## src/rtl/modclk_pkg.sv

```systemverilog
package modclk_pkg;

  localparam int DIV_LSB = 0;
  localparam int DIV_W   = 4;
  localparam int PRE_LSB = 16;
  localparam int PRE_W   = 2;
  localparam int SEL_LSB = 24;
  localparam int GATE_BIT = 31;

  typedef enum logic {SW_RUN = 1'b0, SW_SYNC = 1'b1} sw_state_e;

  // Number of prescaled cycles the output stays high in one period.
  function automatic logic [DIV_W:0] high_len(input logic [DIV_W-1:0] d);
    logic [DIV_W:0] n;
    n = {1'b0, d} + 1'b1;
    if (d == '0) return 1;
    return n >> 1;
  endfunction

  // Last count value of the power-of-two prescaler.
  function automatic logic [2:0] pre_last(input logic [PRE_W-1:0] s);
    return 3'((4'd1 << s) - 4'd1);
  endfunction

endpackage

```

## src/rtl/modclk_regs.sv

```systemverilog
module modclk_regs
  import modclk_pkg::*;
#(
  parameter int SEL_W     = 2,
  parameter bit ALWAYS_ON = 1'b0
) (
  input  logic              clk,
  input  logic              rst_n,
  input  logic              wr_en,
  input  logic [31:0]       wr_data,
  output logic [DIV_W-1:0]  div_q,
  output logic [PRE_W-1:0]  pre_q,
  output logic [SEL_W-1:0]  sel_q,
  output logic              gate_q,
  output logic [31:0]       rd_data
);

  logic unused_wd;
  assign unused_wd = ^wr_data;

  always_ff @(posedge clk) begin
    if (!rst_n) begin
      div_q  <= '0;
      pre_q  <= '0;
      sel_q  <= '0;
      gate_q <= ALWAYS_ON;
    end else if (wr_en) begin
      div_q  <= wr_data[DIV_LSB +: DIV_W];
      pre_q  <= wr_data[PRE_LSB +: PRE_W];
      sel_q  <= wr_data[SEL_LSB +: SEL_W];
      gate_q <= ALWAYS_ON ? 1'b1 : wr_data[GATE_BIT];
    end
  end

  always_comb begin
    rd_data = '0;
    rd_data[DIV_LSB +: DIV_W] = div_q;
    rd_data[PRE_LSB +: PRE_W] = pre_q;
    rd_data[SEL_LSB +: SEL_W] = sel_q;
    rd_data[GATE_BIT]         = gate_q;
  end

endmodule

```

## src/rtl/modclk_srcsel.sv

```systemverilog
module modclk_srcsel
  import modclk_pkg::*;
#(
  parameter int SEL_W      = 2,
  parameter int SYNC_TICKS = 2,
  localparam int NSRC      = 1 << SEL_W,
  localparam int CW        = $clog2(SYNC_TICKS) + 1
) (
  input  logic             clk,
  input  logic             rst_n,
  input  logic [NSRC-1:0]  src_tick,
  input  logic [SEL_W-1:0] sel_req,
  input  logic             out_level,
  output logic             act_tick,
  output logic             park,
  output logic             running
);

  sw_state_e        state;
  logic [SEL_W-1:0] cur_sel;
  logic [CW-1:0]    sync_cnt;

  assign act_tick = src_tick[cur_sel];
  assign running  = (state == SW_RUN);
  assign park     = running && (sel_req != cur_sel);

  always_ff @(posedge clk) begin
    if (!rst_n) begin
      state    <= SW_RUN;
      cur_sel  <= '0;
      sync_cnt <= '0;
    end else begin
      case (state)
        SW_RUN: begin
          if (park && !out_level) begin
            state    <= SW_SYNC;
            cur_sel  <= sel_req;
            sync_cnt <= '0;
          end
        end
        SW_SYNC: begin
          if (sel_req != cur_sel) begin
            cur_sel  <= sel_req;
            sync_cnt <= '0;
          end else if (act_tick) begin
            if (sync_cnt == CW'(SYNC_TICKS - 1)) begin
              state    <= SW_RUN;
              sync_cnt <= '0;
            end else begin
              sync_cnt <= sync_cnt + 1'b1;
            end
          end
        end
        default: state <= SW_RUN;
      endcase
    end
  end

endmodule

```

## src/rtl/modclk_divcore.sv

```systemverilog
module modclk_divcore
  import modclk_pkg::*;
(
  input  logic             clk,
  input  logic             rst_n,
  input  logic             tick,
  input  logic             run,
  input  logic             park,
  input  logic [DIV_W-1:0] div_req,
  input  logic [PRE_W-1:0] pre_req,
  output logic             clk_out,
  output logic             period_start,
  output logic             active,
  output logic [DIV_W-1:0] div_act
);

  logic [2:0]       pre_cnt;
  logic [DIV_W-1:0] pos;
  logic [PRE_W-1:0] pre_act;
  logic             fresh;
  logic             out_q;
  logic             pre_wrap;
  logic             ptick;
  logic [DIV_W:0]   pos_next;

  assign active       = run && !(park && (!out_q || div_act == '0));
  assign pre_wrap     = (pre_cnt == pre_last(pre_act));
  assign ptick        = active && tick && pre_wrap;
  assign period_start = ptick && (fresh || pos == div_act);
  assign pos_next     = {1'b0, pos} + 1'b1;
  assign clk_out      = out_q;

  always_ff @(posedge clk) begin
    if (!rst_n) begin
      pre_cnt <= '0;
      pos     <= '0;
      pre_act <= '0;
      div_act <= '0;
      fresh   <= 1'b1;
      out_q   <= 1'b0;
    end else if (!active) begin
      pre_cnt <= '0;
      pos     <= '0;
      fresh   <= 1'b1;
      out_q   <= 1'b0;
      div_act <= div_req;
      pre_act <= pre_req;
    end else if (tick) begin
      if (pre_wrap) begin
        pre_cnt <= '0;
        if (period_start) begin
          pos     <= '0;
          fresh   <= 1'b0;
          div_act <= div_req;
          pre_act <= pre_req;
          out_q   <= 1'b1;
        end else begin
          pos   <= pos_next[DIV_W-1:0];
          out_q <= (pos_next < high_len(div_act));
        end
      end else begin
        pre_cnt <= pre_cnt + 1'b1;
      end
    end
  end

endmodule

```

## src/rtl/modclk_div.sv

```systemverilog
module modclk_div
  import modclk_pkg::*;
#(
  parameter int SEL_W      = 2,
  parameter bit ALWAYS_ON  = 1'b0,
  parameter int SYNC_TICKS = 2,
  localparam int NSRC      = 1 << SEL_W
) (
  input  logic            clk,
  input  logic            rst_n,
  input  logic            wr_en,
  input  logic [31:0]     wr_data,
  output logic [31:0]     rd_data,
  input  logic [NSRC-1:0] src_tick,
  output logic            mod_clk
);

  logic [DIV_W-1:0] div_q;
  logic [PRE_W-1:0] pre_q;
  logic [SEL_W-1:0] sel_q;
  logic             gate_q;
  logic             act_tick;
  logic             park;
  logic             running;
  logic             run;
  logic             period_start;
  logic             div_active;
  logic [DIV_W-1:0] div_act;

  modclk_regs #(.SEL_W(SEL_W), .ALWAYS_ON(ALWAYS_ON)) regs_i (
    .clk(clk), .rst_n(rst_n), .wr_en(wr_en), .wr_data(wr_data),
    .div_q(div_q), .pre_q(pre_q), .sel_q(sel_q), .gate_q(gate_q),
    .rd_data(rd_data)
  );

  modclk_srcsel #(.SEL_W(SEL_W), .SYNC_TICKS(SYNC_TICKS)) srcsel_i (
    .clk(clk), .rst_n(rst_n), .src_tick(src_tick), .sel_req(sel_q),
    .out_level(mod_clk), .act_tick(act_tick), .park(park),
    .running(running)
  );

  assign run = gate_q && running;

  modclk_divcore divcore_i (
    .clk(clk), .rst_n(rst_n), .tick(act_tick), .run(run), .park(park),
    .div_req(div_q), .pre_req(pre_q), .clk_out(mod_clk),
    .period_start(period_start), .active(div_active), .div_act(div_act)
  );

endmodule

```

## config.mk

```make
export PLATFORM = sky130hd
export DESIGN_NAME = modclk_div
export DESIGN_NICKNAME = d
export VERILOG_FILES = /design/src/rtl/modclk_pkg.sv /design/src/rtl/modclk_regs.sv /design/src/rtl/modclk_srcsel.sv /design/src/rtl/modclk_divcore.sv /design/src/rtl/modclk_div.sv
export SDC_FILE = /design/constraint.sdc
export NUM_CORES = 1
export LEC_CHECK = 0
export BUFFER_PORTS_ARGS = -buffer_cell sky130_fd_sc_hd__buf_2
export CORE_ASPECT_RATIO = 1.25
export CORE_MARGIN = 2
export CORE_UTILIZATION = 30
export CTS_BUF_LIST = sky130_fd_sc_hd__clkbuf_4
export DETAILED_ROUTE_END_ITERATION = 8
export GPL_TIMING_DRIVEN = 0
export SLEW_MARGIN = 25
export SYNTH_ARGS = -nofsm -noshare
export SYNTH_HDL_FRONTEND = slang
export SYNTH_SLANG_ARGS = --single-unit
```

## constraint.sdc

```tcl
create_clock -name clk -period 2.1 [get_ports clk]
set_clock_uncertainty 0.1 [all_clocks]
set_input_delay 0.42 -clock clk [delete_from_list [all_inputs] [get_ports clk]]
set_output_delay 0.42 -clock clk [all_outputs]
set_load 0.01 [all_outputs]
```

# After elaboration in Yosys (flattened, before gate mapping)
# Cells that the tools add are included.
dict set report word_totals {
  regBits 29
  inputBits 39
  out_inout_bits 33
  word_cells 90
}
dict set report classes {
  addsub 5
  magnitude_cmp 2
  n_eq_ne 10
  n_shift 1
  mux 39
  n_bitwise 1
  reduce_logical 19
}
# operator count
set ops {}
lappend ops {{2-to-1 mux 5 bit} 7}
lappend ops {{2-to-1 mux 2 bit} 10}
lappend ops {{2-to-1 mux 4 bit} 5}
lappend ops {{2-to-1 mux 1 bit} 12}
lappend ops {{adder 4 x 1 -> 5 bit (second input constant)} 2}
lappend ops {{logical AND 1 bit} 8}
lappend ops {{case mux 2 bit (2 select lines)} 2}
lappend ops {{AND reduction 2 bit} 4}
lappend ops {{inequality test 2 x 1 -> 1 bit (second input constant)} 3}
lappend ops {{AND reduction 3 bit} 2}
lappend ops {{< comparator 5 bit} 1}
lappend ops {{== test 4 bit} 1}
lappend ops {{logical NOT 4 bit} 1}
lappend ops {{inequality test 2 bit (second input constant)} 2}
lappend ops {{adder 3 x 1 -> 3 bit (second input constant)} 1}
lappend ops {{== test 3 bit} 1}
lappend ops {{< comparator 2 x 3 -> 1 bit (second input constant)} 1}
lappend ops {{2-to-1 mux 3 bit} 1}
lappend ops {{inequality test 3 x 2 -> 1 bit (second input constant)} 1}
lappend ops {{<< shifter 1 x 2 -> 3 bit (first input constant)} 1}
lappend ops {{subtractor 3 x 1 -> 3 bit (second input constant)} 1}
lappend ops {{adder 2 x 1 -> 2 bit (second input constant)} 1}
lappend ops {{binary-select mux 1 bit (select 2 bit)} 1}
lappend ops {{== test 2 x 1 -> 1 bit (second input constant)} 1}
lappend ops {{other kinds (5)} 7}

# Longest topological paths before layout
# Gate-level depths: netlist (run 1).
dict set report logic_depth {
  depth_word 21
  mapped_depth 9
  ltp_nobuf 9
}

# By module
# Synthesis (run 1) repeated with hierarchy kept, for this count alone.
dict set report hier_totals {
  cells_unflattened 193
  hier_area_um2 1790.5
}
# module n_inst cells_per_inst area_per_inst_um2 seq_area_each_um2
set modules_own_cells {}
lappend modules_own_cells {modclk_divcore 1 102 939.7 300.3}
lappend modules_own_cells {modclk_regs 1 61 581.8 180.2}
lappend modules_own_cells {modclk_srcsel 1 29 262.8 100.1}
lappend modules_own_cells {modclk_div 1 1 6.3 0.0}

# Least setup slack after synthesis (run 1)
# OpenSTA, ideal clock, no wires.
dict set report synth_path {
  path_type {flip-flop to flip-flop}
  from {reg divcore_i.div_act[0]}
  to {reg divcore_i.pos[2]}
  setup_ns 0.096
  arrival_time_ns 1.638
  t_required_ns 1.904
  setup_slack_ns 0.266
  stages_incl_launch_ff 8
  n_path_buf 0
  period_less_slack_ns 1.834
  cell_sequence {dfxtp_1 > inv_1 > ha_1 > or3b_2 > nand2_1 > a21oi_2 > nand2_2 > o41ai_2}
}
dict set report synth_via {
  elab_chain_cells 9
  word_cells_on_any_way 12
  classes_between {eq/ne (1); mux (1); reduce/logical (10)}
}
# item line_no
set synth_rtl {}
lappend synth_rtl {{from (decl)} modclk_divcore.sv:14} ;# output logic [DIV_W-1:0] div_act
lappend synth_rtl {{from (signal assigned)} modclk_divcore.sv:46} ;# div_act <= div_req;
lappend synth_rtl {{from (signal assigned)} modclk_divcore.sv:54} ;# div_act <= div_req;
lappend synth_rtl {{logical NOT 4 bit} modclk_divcore.sv:26} ;# assign active = run && !(park && (!out_q || div_act == '0));
lappend synth_rtl {{logical OR 1 bit} modclk_divcore.sv:26}
lappend synth_rtl {{logical AND 1 bit} modclk_divcore.sv:26}
lappend synth_rtl {{logical NOT 1 bit} modclk_divcore.sv:26}
lappend synth_rtl {{logical AND 1 bit} modclk_divcore.sv:26}
lappend synth_rtl {{logical AND 1 bit (2 in series)} modclk_divcore.sv:28} ;# assign ptick = active && tick && pre_wrap;
lappend synth_rtl {{logical AND 1 bit} modclk_divcore.sv:29} ;# assign period_start = ptick && (fresh || pos == div_act);
lappend synth_rtl {{2-to-1 mux 4 bit} modclk_divcore.sv:51} ;# if (period_start) begin
lappend synth_rtl {{to (signal assigned)} modclk_divcore.sv:58} ;# pos <= pos_next[DIV_W-1:0];
lappend synth_rtl {{to (decl)} modclk_divcore.sv:18} ;# logic [DIV_W-1:0] pos;
# Parallel ways exist; a longest one is shown, timed or not.
# A chain may end at the register's enable or synchronous reset.

# Worst setup path in the final report (run 1)
dict set report layout_path {
  from {reg divcore_i.div_act[1]}
  to {reg divcore_i.out_q (netlist: divcore_i.clk_out)}
}
dict set report layout_via {
  elab_chain_cells 15
  word_cells_on_any_way 26
  classes_between {add/sub (1); order compare (1); eq/ne (1); mux (13); reduce/logical (10)}
}
# item line_no
set layout_rtl {}
lappend layout_rtl {{logical NOT 4 bit} {modclk_pkg.sv:16, modclk_divcore.sv:26}}
lappend layout_rtl {{2-to-1 mux 1 bit} modclk_pkg.sv:16} ;# if (d == '0) return 1;
lappend layout_rtl {{2-to-1 mux 1 bit} modclk_divcore.sv:51}
lappend layout_rtl {{2-to-1 mux 1 bit} modclk_divcore.sv:49} ;# if (pre_wrap) begin
lappend layout_rtl {{2-to-1 mux 1 bit} modclk_divcore.sv:48} ;# end else if (tick) begin
lappend layout_rtl {{2-to-1 mux 1 bit} modclk_divcore.sv:41} ;# end else if (!active) begin
lappend layout_rtl {{2-to-1 mux 1 bit} modclk_divcore.sv:34} ;# if (!rst_n) begin
lappend layout_rtl {{2-to-1 mux 5 bit} modclk_pkg.sv:17} ;# return n >> 1;
lappend layout_rtl {{2-to-1 mux 5 bit} modclk_divcore.sv:51}
lappend layout_rtl {{2-to-1 mux 5 bit} modclk_divcore.sv:49}
lappend layout_rtl {{2-to-1 mux 5 bit} modclk_divcore.sv:48}
lappend layout_rtl {{2-to-1 mux 5 bit} modclk_divcore.sv:41}
lappend layout_rtl {{2-to-1 mux 5 bit} modclk_divcore.sv:34}
lappend layout_rtl {{< comparator 5 bit} modclk_divcore.sv:59} ;# out_q <= (pos_next < high_len(div_act));
lappend layout_rtl {{2-to-1 mux 1 bit} modclk_divcore.sv:51}
lappend layout_rtl {{to (signal assigned)} modclk_divcore.sv:59}
lappend layout_rtl {{to (decl)} modclk_divcore.sv:21} ;# logic out_q;
# Parallel ways exist; a longest one is shown, timed or not. The select of a mux whose other input is x is not followed.

==> out/qor.yml, run 1 <==
outcome:
  run_status: "finished clean"
setup_path:
  rr_worst_depth: 9
  critPathMaxFanout: 5
  worstReg2RegStart: "divcore_i.div_act[1]"
  r2r-end: "divcore_i.clk_out"
  critPathLaunchType: "register"
  cp-end-kind: "register"
  cpPeakStageDelay_ns: 0.48
  worst_path_max_delay_cell: "or3b_2"
  crit_type: "register to register"
  r2r_setup_slack_ns: 0.18
  worstPathArrival_ns: 2.03
  path_cells: "inv_1, ha_1, or3b_2, nand2_1, ha_1, a21o_1, nand2_1, a31oi_1, a211oi_1"
  cp.required_ns: 2.21
sta:
  worst_slack_ns: 0.182
  rsz0062_at_grt: "false"
  slew_viol_final: 0
  fin_crit_sh_pct: 91.3
  maxSlewHeadroom_pct: 58.7
  worst_pin_slew_ns: 0.620
  fmax_mhz: 521
  hold_ws_ns: 0.216
  tns_ns: 0
  hold_viol_final: 0
  finalCriticalPeriod_ns: 1.92
  setup_viol: 0
detailed_routing:
  routedWlPerCell_um: 10.6
  dr.pass1.iters: 4
  highest_layer: "met4"
  routed-wl-met3_um: 197
  avgViaCountPerCell: 4.60
  wl_met1_mm: 1.49
  num_vias: 1435
  drt_iter0_markers: 21
  ant_nets: 0
  drcViolationCount: 0
  routed_wl_mm: 3.30
  dr_wl_met2_mm: 1.56
finish:
  nNetsFinal: 293
  utilization_pct: 38.0
  multi_input_area_um2: 988
  area_growth_syn_to_layout_pct: 22.1
  nFillCells: 568
  drive_gt1_share_pct: 29.0
  design_area_um2: 2080
  seq_area_um2: 581
  antenna_cells: 0
global_routing:
  grt_pass1_wl_mm: 5.44
  track_usage_pct: 10.8
  grt_pass1_vias: 1257
  antenna_found_initial: 0
  grt_max_degree: 11
  overflow: 0
placed_design:
  pre_cts_slack_ns: -0.0478
  dpl-instance-area_um2: 1990
  port_buffers: 24
  place.gp.congestion: 0.742
  dp_hpwl_mm: 2.59
clocking:
  ctsHoldBuffers: 0
  clkTransAtPathRegs_ns: 0.10
  cts-root-buf: "clkbuf_4"
  cts_tree: "built"
  cts_made_buffers: 5
  cts.path.max_buffers: 2
  cts_max_level: 2
  clock-sinks: 29
  clock_latency_ns: 0.33
pwr:
  p_sw_share_pct: 27.0
  p_switching_uw: 338
  leakagePower_uw: 0.000939
  ir_drop_v: 0.000388
  p_int_uw: 915
  seq_power_share_pct: 47.1
  clkPwrFrac_pct: 35.8
  power.density_nw_per_um2: 601
  p_comb_share_pct: 17.0
synthesis:
  synthCells: 193
  synth_seq_area_share_pct: 34.0
  ys_ff_latch: 29
  synth_edf_count: 0
  synth_area_um2: 1710
  yosys_warnings: 0
  synth_ff_type: "dfxtp_1"
  syn_area_per_cell_um2: 8.85
  synth_cell_type_count: 45
  async_reset_ff_share_pct: 0
floorplan:
  die_h_um: 88.4
  pin_count: 72
  initial_core_util_pct: 31.2
  row_count: 30
  die_area_um2: 6320
  core-area_um2: 5480
  dieWidth_um: 71.5
min_path:
  min_from: "wr_data[16]"
  hold_depth: 3
  min_path_type: "input port to register"
  hold_end: "regs_i.pre_q[0]"
job:
  drv_cap: 0
==> cell families (layout without fill, tap and decap cells) <==
family                   after synthesis  count (layout)  synth area share, %
AO/OA/AOI/OAI                         46              46                 19.6
AND/OR/NAND/NOR                       53              53                 15.2
XOR/XNOR                               9               9                 4.62
multiplexers                          12              12                 7.77
other                                  1              23                0.220
adder cells (fa/ha/maj)                7               7                 5.13
flip-flops                            29              29                 34.0
buffers and inverters                 36              69                 13.4
==> power by group through the flow <==
stage,Sequential (uW),Combinational (uW),Clock (uW)
floorplan,604,159,0
global placement,603,207,0
detailed placement,603,209,0
CTS,591,212,454
global route,595,238,483
finish,591,213,449
==> layout by cell type (no fill, tap or decap), types with 5 or more instances in the layout <==
cell,count
dfxtp_1,29
buf_2,26
buf_4,25
conb_1,23
a21oi_1,15
nor2_1,15
nand2_1,13
nand3_1,12
mux2i_1,11
o21ai_0,9
ha_1,7
inv_1,6
xnor2_1,6
clkbuf_4,5
==> critical path, delay by kind of cell (launching register included) <==
family	cells	cell delay, ns
AOI/OAI and AO/OA	3	0.37
adders and majority gates	2	0.27
buffers and inverters	1	0.07
DFF	1	0.37
and+or+nand+nor	3	0.61
==> registers in the layout, indices dropped and copies added (netlist names), 2 cells and up <==
signal / cells
srcsel_i.cur_sel: 2
divcore_i.pos: 4
regs_i.sel_q: 2
divcore_i.pre_cnt: 3
divcore_i.pre_act: 2
srcsel_i.sync_cnt: 2
regs_i.div_q: 4
divcore_i.div_act: 4
regs_i.pre_q: 2
==> through the flow <==
step / power (uW) / std cells
2_1_floorplan: 762 / 215
3_3_place_gp: 810 / 303
3_5_place_dp: 813 / 303
4_1_cts: 1260 / 311
5_1_grt: 1320 / 312
6_report: 1250 / 312
==> cell usage after synthesis, types with 3 or more instances <==
master,number,area [um2]
nor2_1,15,56.3
nand2_1,13,48.8
mux2i_1,11,110
buf_4,24,180
a21o_1,3,22.5
xnor2_1,6,52.6
o21ai_0,9,45.0
xor2_1,3,26.3
nand3_1,12,60.1
ha_1,7,87.6
a21oi_1,15,75.1
inv_1,6,22.5
dfxtp_1,29,581
==> routing by layer <==
| layer | vias to the layer above | track usage [%] |
|---|---|---|
| li1 | 756 | - |
| met3 | 6 | 3.19 |
| met4 | 0 | 4.12 |
| met2 | 44 | 18.6 |
| met5 | - | 0 |
| met1 | 629 | 12.6 |
==> final cells by class <==
class	instances	share of cell area (%)
inverters	7	1.26
repair buffers	25	6.12
plain buffers	29	9.72
multi-input cells	150	47.4
flip-flops and latches	29	27.9
clock inverters	3	1.98
clock buffers	5	1.80
well taps	64	3.84
==> worst max path at each step <==
stage                     cells past startpoint  slack [ns]                  from              endpoint
after floorplan                               7        0.27  divcore_i.div_act[0]      divcore_i.pos[2]
after global placement                        7       -0.02  divcore_i.div_act[1]      divcore_i.pos[2]
after detailed placement                      7       -0.05  divcore_i.div_act[1]      divcore_i.pos[2]
after CTS                                     7        0.06  divcore_i.div_act[1]      divcore_i.pos[2]
after global routing                          5        0.09  divcore_i.pre_act[0]  divcore_i.div_act[2]
final                                         9        0.18  divcore_i.div_act[1]     divcore_i.clk_out
==> repair_timing <==
item / CTS / global route
gates resized for setup: 1 / 0
gates cloned: 0 / 0
pin swaps: 0 / 1
buffers inserted: 0 / 1
endpoints found under the setup margin: 3 / 3
Power figures use the tool's default switching activity.
==> run 2: changes to the inputs <==
--- a/config.mk
+++ b/config.mk
@@ -8,11 +8,13 @@
 export BUFFER_PORTS_ARGS = -buffer_cell sky130_fd_sc_hd__buf_2
 export CORE_ASPECT_RATIO = 1.25
 export CORE_MARGIN = 2
-export CORE_UTILIZATION = 30
+export CORE_UTILIZATION = 46
 export CTS_BUF_LIST = sky130_fd_sc_hd__clkbuf_4
 export DETAILED_ROUTE_END_ITERATION = 8
 export GPL_TIMING_DRIVEN = 0
+export PLACE_DENSITY = 0.77
 export SLEW_MARGIN = 25
 export SYNTH_ARGS = -nofsm -noshare
 export SYNTH_HDL_FRONTEND = slang
 export SYNTH_SLANG_ARGS = --single-unit
+export TNS_END_PERCENT = 50
==> out/qor.yml, run 2 (synthesized netlist as in run 1, its figures left out) <==
sta:
  worst_pin_slew_ns: 0.606
  hold_ws_ns: 0.236
  finalCriticalPeriod_ns: 1.94
  setup_viol: 0
  fmax_mhz: 515
  slew_viol_final: 0
  fin_crit_sh_pct: 92.4
  maxSlewHeadroom_pct: 59.6
  hold_viol_final: 0
  rsz0062_at_grt: "false"
clocking:
  cts_tree: "built"
  clkTransAtPathRegs_ns: 0.09
  cts.path.max_buffers: 2
  cts-root-buf: "clkbuf_4"
  clock_latency_ns: 0.31
  cts_made_buffers: 5
  cts_max_level: 2
  clock-sinks: 29
finish:
  fin_cells: 288
  design_area_um2: 2040
  nFillCells: 343
  antenna_cells: 0
  layout_commonest_cell: "dfxtp_1"
  layout_common_cells: "dfxtp_1, buf_2, buf_4, conb_1"
  nNetsFinal: 294
  drive_gt1_share_pct: 29.7
  reg_top3: "divcore_i.div_act x4, divcore_i.pos x4, regs_i.div_q x4"
  area_growth_syn_to_layout_pct: 19.3
floorplan:
  dieWidth_um: 58.5
  die_h_um: 72.1
  row_count: 24
  core-area_um2: 3510
  pin_count: 72
  die_area_um2: 4220
  initial_core_util_pct: 48.6
global_routing:
  track_usage_pct: 16.0
  overflow: 0
  grt_pass1_wl_mm: 5.24
  grt_max_degree: 11
  grt_pass1_vias: 1304
  antenna_found_initial: 0
pwr:
  finalPower_uw: 1130
  p_sw_share_pct: 28.3
  p_switching_uw: 320
  power.density_nw_per_um2: 555
  p_comb_share_pct: 19.0
  leakagePower_uw: 0.000941
  ir_drop_v: 0.000455
  p_int_uw: 810
  clkPwrFrac_pct: 28.8
  seq_power_share_pct: 52.2
placed_design:
  place.gp.congestion: 0.865
  dpl-instance-area_um2: 1960
  port_buffers: 24
  dp_hpwl_mm: 2.46
  placed_cells_incl_taps: 278
detailed_routing:
  avgViaCountPerCell: 4.99
  num_vias: 1436
  routed_wl_mm: 3.14
  ant_nets: 0
  drcViolationCount: 0
  routedWlPerCell_um: 10.9
  drt_iter0_markers: 28
  dr.pass1.iters: 4
job:
  drv_cap: 0
setup_path:
  cp.required_ns: 2.19
  worstPathArrival_ns: 2.03
  critPathLaunchType: "register"
  crit_type: "register to register"
  cp-end-kind: "register"
  critPathMaxFanout: 5
outcome:
  run_status: "finished clean"
min_path:
  min_path_type: "input port to register"
-- run 2: worst paths after layout --
path / slack [ns] / depth (start not counted) / start / endpoint
worst max-delay path: 0.16 / 9 / divcore_i.div_act[1] / divcore_i.clk_out
worst min-delay path: 0.24 / 3 / wr_data[16] / regs_i.pre_q[0]
worst max register to register: 0.16 / 9 / divcore_i.div_act[1] / divcore_i.clk_out
worst min register to register: 0.37 / 1 / srcsel_i.sync_cnt[1] / srcsel_i.sync_cnt[1]
-- run 2: cell type report --
type                    instances  area (um2)  share of cell area (%)
plain buffers                  29         203                    9.95
inverters                       7        26.3                    1.29
well taps                      39        48.8                    2.40
clock inverters                 2        10.0                   0.491
repair buffers                 26         135                    6.63
multi-input cells             150         988                    48.5
flip-flops and latches         29         581                    28.5
clock buffers                   6        45.0                    2.21
-- run 2: critical path, cell delays in order (launching register included) --
cell and delay (ns):
dfxtp_1 0.37, inv_1 0.07, ha_1 0.14, or3b_2 0.47, nand2_1 0.08, ha_1 0.13
a21o_1 0.11, nand2_1 0.05, a31oi_1 0.22, a211oi_1 0.07
-- run 2: layer usage --
metal,track usage [%],share of wire [%],up-vias
li1,-,-,755
met1,17.8,41,626
met2,28.2,51,47
met3,3.21,5.3,8
met4,8.01,2.0,0
met5,0,0,-
-- run 2: power by group through the flow --
stage	logic [uW]	clock network, uW	registers [uW]
3_5_place_dp	209	0	603
3_3_place_gp	204	0	602
5_1_grt	239	361	594
6_report	215	325	590
4_1_cts	211	337	590
2_1_floorplan	159	0	604
-- run 2: per-stage QoR --
step                      setup slack (ns)  util, %  TNS (ns)
after floorplan                      0.266        -         0
after global placement              0.0104     55.8         0
after detailed placement           -0.0220     55.8   -0.0381
after CTS                           0.0597     57.5         0
after global routing                0.0241     58.0         0
final                                0.160     58.0         0
-- run 2: timing repair --
item	in CTS	in global routing
hold buffers	0	0
pin swaps	0	1
buffers inserted	0	2
endpoints found under the setup margin	3	4
resized for setup	1	0
